--- src/rtl/bayer_stats.sv ---
module bayer_stats #(
  parameter int PIX_W = 8,
  parameter int COLS  = 320,
  parameter int ROWS  = 240
) (
  input  logic                          clk,
  input  logic                          rst_n,
  input  logic                          frame_start,
  input  logic                          pix_valid,
  input  logic [PIX_W-1:0]              pix_data,
  output logic                          stats_done,
  output logic [PIX_W+$clog2(COLS*ROWS+1)-1:0]   red_sum,
  output logic [2*PIX_W+$clog2(COLS*ROWS+1)-1:0] red_sqsum,
  output logic [PIX_W-1:0]              red_max,
  output logic [2*PIX_W-1:0]            red_sqmax,
  output logic [PIX_W+$clog2(COLS*ROWS+1)-1:0]   grn_sum,
  output logic [PIX_W-1:0]              grn_max,
  output logic [PIX_W+$clog2(COLS*ROWS+1)-1:0]   blu_sum,
  output logic [2*PIX_W+$clog2(COLS*ROWS+1)-1:0] blu_sqsum,
  output logic [PIX_W-1:0]              blu_max,
  output logic [2*PIX_W-1:0]            blu_sqmax
);
  localparam int NPIX    = COLS * ROWS;
  localparam int CNT_W   = $clog2(NPIX + 1);
  localparam int SUM_W   = PIX_W + CNT_W;
  localparam int SQ_W    = 2 * PIX_W;
  localparam int SQSUM_W = SQ_W + CNT_W;
  localparam int COL_W   = (COLS > 1) ? $clog2(COLS) : 1;
  localparam int ROW_W   = (ROWS > 1) ? $clog2(ROWS) : 1;

  logic [COL_W-1:0] col;
  logic [ROW_W-1:0] row;
  logic             full;

  wire take     = pix_valid & ~full & ~frame_start;
  wire col_end  = (col == COL_W'(COLS - 1));
  wire row_end  = (row == ROW_W'(ROWS - 1));
  wire is_red   = ~row[0] & ~col[0];
  wire is_blu   = row[0] & col[0];
  wire is_grn   = row[0] ^ col[0];
  wire [SQ_W-1:0] sq = SQ_W'(pix_data) * SQ_W'(pix_data);

  assign red_sqmax = SQ_W'(red_max) * SQ_W'(red_max);
  assign blu_sqmax = SQ_W'(blu_max) * SQ_W'(blu_max);

  always_ff @(posedge clk or negedge rst_n) begin
    if (!rst_n) begin
      col <= '0; row <= '0; full <= 1'b0; stats_done <= 1'b0;
      red_sum <= '0; red_sqsum <= '0; red_max <= '0;
      grn_sum <= '0; grn_max <= '0;
      blu_sum <= '0; blu_sqsum <= '0; blu_max <= '0;
    end else if (frame_start) begin
      col <= '0; row <= '0; full <= 1'b0; stats_done <= 1'b0;
      red_sum <= '0; red_sqsum <= '0; red_max <= '0;
      grn_sum <= '0; grn_max <= '0;
      blu_sum <= '0; blu_sqsum <= '0; blu_max <= '0;
    end else begin
      stats_done <= 1'b0;
      if (take) begin
        if (col_end) begin
          col <= '0;
          if (row_end) begin
            full       <= 1'b1;
            stats_done <= 1'b1;
          end else begin
            row <= row + ROW_W'(1);
          end
        end else begin
          col <= col + COL_W'(1);
        end
        if (is_red) begin
          red_sum   <= red_sum + SUM_W'(pix_data);
          red_sqsum <= red_sqsum + SQSUM_W'(sq);
          if (pix_data > red_max) red_max <= pix_data;
        end
        if (is_grn) begin
          grn_sum <= grn_sum + SUM_W'(pix_data);
          if (pix_data > grn_max) grn_max <= pix_data;
        end
        if (is_blu) begin
          blu_sum   <= blu_sum + SUM_W'(pix_data);
          blu_sqsum <= blu_sqsum + SQSUM_W'(sq);
          if (pix_data > blu_max) blu_max <= pix_data;
        end
      end
    end
  end
endmodule

--- config.mk ---
export PLATFORM = sky130hd
export DESIGN_NAME = bayer_stats
export DESIGN_NICKNAME = d
export VERILOG_FILES = /design/src/rtl/bayer_stats.sv
export SDC_FILE = /design/constraint.sdc
export NUM_CORES = 1
export LEC_CHECK = 0
export BUFFER_PORTS_ARGS = -buffer_cell sky130_fd_sc_hd__buf_2
export CAP_MARGIN = 40
export CORE_ASPECT_RATIO = 2
export CORE_UTILIZATION = 40
export DETAILED_ROUTE_END_ITERATION = 8
export MAX_ROUTING_LAYER = met4
export PLACE_DENSITY_LB_ADDON = 0.15
export SLEW_MARGIN = 10
export SYNTH_ARGS = -nofsm -noshare
export SYNTH_HDL_FRONTEND = slang
export SYNTH_SLANG_ARGS = --single-unit
export TNS_END_PERCENT = 30
--- constraint.sdc ---
create_clock -name clk -period 7 [get_ports clk]
set_clock_uncertainty 0.2 [all_clocks]
set_input_delay 1.4 -clock clk [delete_from_list [all_inputs] [get_ports clk]]
set_output_delay 1.4 -clock clk [all_outputs]
set_load 0.02 [all_outputs]
==> summary.txt <==
Placement
  • Final HPWL DP: 37,510 µm
  • Final RePlAce weighted congestion: 0.8786
  • Port bufs: 207
  • Post-DP Area: 0.01867 mm²
  • Setup WS pre-CTS: -429.4 ps

Power and ir drop
  • Clock power share: 22.7%
  • NetSw: 1.703 mW
  • Pwr/cell area: 225.2 mW/mm²
  • Peak VDD IR: 0.0002458 V
  • Logic pwr share: 50.7%
  • Final Power: 4.373 mW
  • Internal power: 2.670 mW
  • Seq pwr share: 26.6%
  • Sw Ratio: 38.95%
  • Leak: 9.931 nW

Timing
  • Period utilisation layout: 96.38%
  • Unrepaired setup endpoints after global routing: true
  • Final Setup Violations: 0
  • Final WS setup: 253.1 ps
  • Tightest Pin Transition: 933.1 ps
  • Final Max Tran Viols: 0
  • F_max: 148.2 MHz
  • Slew headroom: 37.79%
  • Final min period: 6747 ps
  • Hold Vio Cnt, Final: 0

Setup path
  • CP most frequent cell: buf_4
  • Max incr delay on CP: 530 ps
  • CP startpoint kind: primary input
  • Worst Path Required: 7120 ps
  • CP max stage cell: fa_1
  • Worst Setup End Kind: register
  • Worst EP arrival: 6860 ps
  • Setup CP Type: in2reg
  • Worst Path Max Fanout: 6

Flow run
  • # Max-Cap Violations: 0

Cells and area
  • Area Overhead vs Synth: 19.50%
  • Core Util, Final: 48.29%
  • Post-layout net count: 2,399
  • Most common cell after layout, fill and taps aside: buf_2
  • Final Cell Area: 0.01942 mm²
  • Layout cells sized above 1: 19.81%
  • Most frequent cells in the layout: buf_2, nand2_1, nor2_1

Floorplanning
  • Initial Utilization: 40.41%
  • Die Y-Extent: 287.0 µm
  • Core ar.: 0.04021 mm²
  • Full die area: 0.04148 mm²
  • DIE WIDTH: 144.5 µm
  • Row count: 104
  • Num ports: 210

Synth
  • Primary FF master, synth: dfrtp_1
  • Adder-Cell Fraction of Synth Area: 23.04%
  • Post-synthesis mux area share: 1.940%
  • #FFs+latches synth: 184
  • Mapped cell area: 0.01625 mm²
  • XOR/XNOR Fraction of Synth Area: 8.355%
  • Synth cell types: 69
  • Main combinational cell family by area after synthesis: adder cells
  • Synth Instances: 1,841
  • Ys async rst share: 100.0%
  • Compound-Gate Fraction of Synth Area: 14.36%
  • Post-Syn Area per Cell: 8.826 µm²
  • Sequential area share after synthesis: 28.34%
  • EDFF count, synth: 0
  • Synth Area in Simple Gates: 18.87%
  • Yosys warns: 0

Route
  • Drt total wl: 47,950 µm
  • Routed WL per cell: 17.92 µm
  • Antenna Nets Post-Route: 0
  • Pre-antenna DRT Iters: 7
  • Via/cell ratio: 5.329
  • Total number of vias: 14,260
  • # DRC: 0
  • DRT iter0 DRCs: 552

Global route
  • Largest net degree at the start of global routing: 98
  • Gr ovfl total: 0
  • Global-route wire length before repair: 76,920 µm
  • Vias in the first global route: 14,710
  • Number of antenna violations at the first check in global routing: 1
  • All-Layer GR Usage: 24.78%

Clock network
  • CTS Buf Count: 17
  • TritonCTS clock tree: yes
  • Clock Path Buffers: 2
  • Clk Latency, worst-skew pair: 460 ps
  • CTS Root Cell: clkbuf_16
  • Worst-path clk slew: 70 ps
  • Clock sink count: 184
  • Hold buffers post-CTS: 0
  • CTS H-tree lvls: 4

Outcome
  • Status: complete, no violations

Min path
  • Tightest Hold Check Type: reg2reg
metal layers:
metal / vias to the layer above / GRT usage (%) / wire, µm
li1: 6889 / - / -
met1: 6961 / 24.51 / 17670
met2: 314 / 46.23 / 26550
met3: 97 / 4.365 / 1946
met4: 0 / 10.71 / 1777
met5: - / - / 0
kinds of logic after synthesis:
| kind of cell | Yosys count |
|---|---|
| AOI/OAI and AO/OA | 354 |
| muxes | 31 |
| xor gates and xnor gates | 155 |
| buffers and inverters | 215 |
| adders and majority gates | 253 |
| other | 1 |
| DFF | 184 |
| and+or+nand+nor | 648 |
worst max-delay path: cells and delay by family:
| family | cells | cell delay, ps |
|---|---|---|
| fa+ha+maj | 6 | 2200 |
| xor+xnor | 2 | 380 |
| buf+inv | 7 | 910 |
| simple gates | 5 | 740 |
| compound gates | 6 | 1220 |
cell usage after synthesis (4+ instances only):
| library cell | number | share of area (%) |
|---|---|---|
| o21a_1 | 22 | 1.0 |
| clkbuf_1 | 52 | 1.2 |
| or2_2 | 5 | 0.19 |
| nand4_1 | 28 | 1.1 |
| mux2_2 | 4 | 0.28 |
| o21bai_1 | 12 | 0.55 |
| buf_4 | 4 | 0.18 |
| xnor2_1 | 105 | 5.7 |
| nor2_1 | 194 | 4.5 |
| a31o_2 | 5 | 0.27 |
| or3_1 | 15 | 0.58 |
| a211o_1 | 5 | 0.27 |
| and3_1 | 28 | 1.1 |
| inv_1 | 154 | 3.6 |
| o211ai_1 | 11 | 0.51 |
| and2_1 | 36 | 1.4 |
| nor2b_1 | 14 | 0.54 |
| a211oi_1 | 19 | 0.88 |
| o21ai_0 | 56 | 1.7 |
| nor4_1 | 12 | 0.46 |
| a21o_1 | 35 | 1.6 |
| nand2b_1 | 10 | 0.39 |
| fa_1 | 77 | 9.5 |
| a21oi_1 | 139 | 4.3 |
| dfrtp_1 | 184 | 28 |
| and4_1 | 12 | 0.65 |
| o31ai_1 | 7 | 0.32 |
| a221oi_2 | 5 | 0.46 |
| xor2_1 | 50 | 2.7 |
| o2111ai_1 | 4 | 0.22 |
| ha_1 | 176 | 14 |
| mux2i_1 | 27 | 1.7 |
| nand3_1 | 41 | 1.3 |
| nor4b_1 | 4 | 0.22 |
| a31oi_1 | 8 | 0.31 |
| nor3_1 | 35 | 1.1 |
| nand2_1 | 197 | 4.6 |
path summary, 6_finish.rpt:
| check | startpoint | to | slack, ps | cells after the start |
|---|---|---|---|---|
| worst max-delay path | pix_data[2] | blu_sqsum[25]$_DFFE_PN0P_ | 250 | 26 |
| worst min-delay path | col[3]$_DFFE_PN0P_ | col[3]$_DFFE_PN0P_ | 320 | 1 |
| worst max register to register | blu_sum[0]$_DFFE_PN0P_ | blu_sum[14]$_DFFE_PN0P_ | 3830 | 10 |
| worst min register to register | col[3]$_DFFE_PN0P_ | col[3]$_DFFE_PN0P_ | 320 | 1 |
| max in group asynchronous | rst_n | red_sum[12]$_DFFE_PN0P_ | 4690 | 2 |
| min in group asynchronous | rst_n | blu_sqsum[3]$_DFFE_PN0P_ | 810 | 1 |
per-stage QoR:
step	hold slack, ps	setup TNS [ps]	std cells
after floorplan	272.2	-94.58	1842
after global placement	300.8	-4930	2640
after detailed placement	305.6	-7374	2642
after CTS	316.7	0	2672
after global routing	343.3	-41.83	2676
final	322.2	0	2676
timing repair:
| action | 4_1_cts | 5_1_grt |
|---|---|---|
| buffers inserted | 0 | 2 |
| gates resized for setup | 0 | 32 |
| endpoints found under the setup margin | 0 | 37 |
flip-flops by register name, summed over array words and instances, names as in the netlist:
name and flops:
red_sum 25, blu_sqsum 33, grn_sum 25, full 1
row 8, col 9, red_sqsum 33, blu_sum 25
blu_max 8, stats_done 1, grn_max 8, red_max 8
layout make-up:
class / instances / area (µm²)
tap: 530 / 663.1
sequential: 184 / 4609
clock buffer: 20 / 456.7
timing repair buffer: 333 / 2008
multi-input combinational: 1443 / 10970
antenna: 1 / 2.502
fill: 3884 / 20790
clock inverter: 10 / 121.4
inverter: 155 / 581.8
power groups by stage:
| stage | sequential [mW] | clock [mW] | combinational [mW] |
|---|---|---|---|
| detailed placement | 1.18 | 0 | 2.18 |
| global route | 1.17 | 1.06 | 2.45 |
| floorplan | 1.22 | 0 | 1.22 |
| global placement | 1.18 | 0 | 2.16 |
| finish | 1.16 | 0.992 | 2.22 |
| CTS | 1.16 | 1.02 | 2.20 |
No activity file was read; power rests on OpenSTA's default activity.
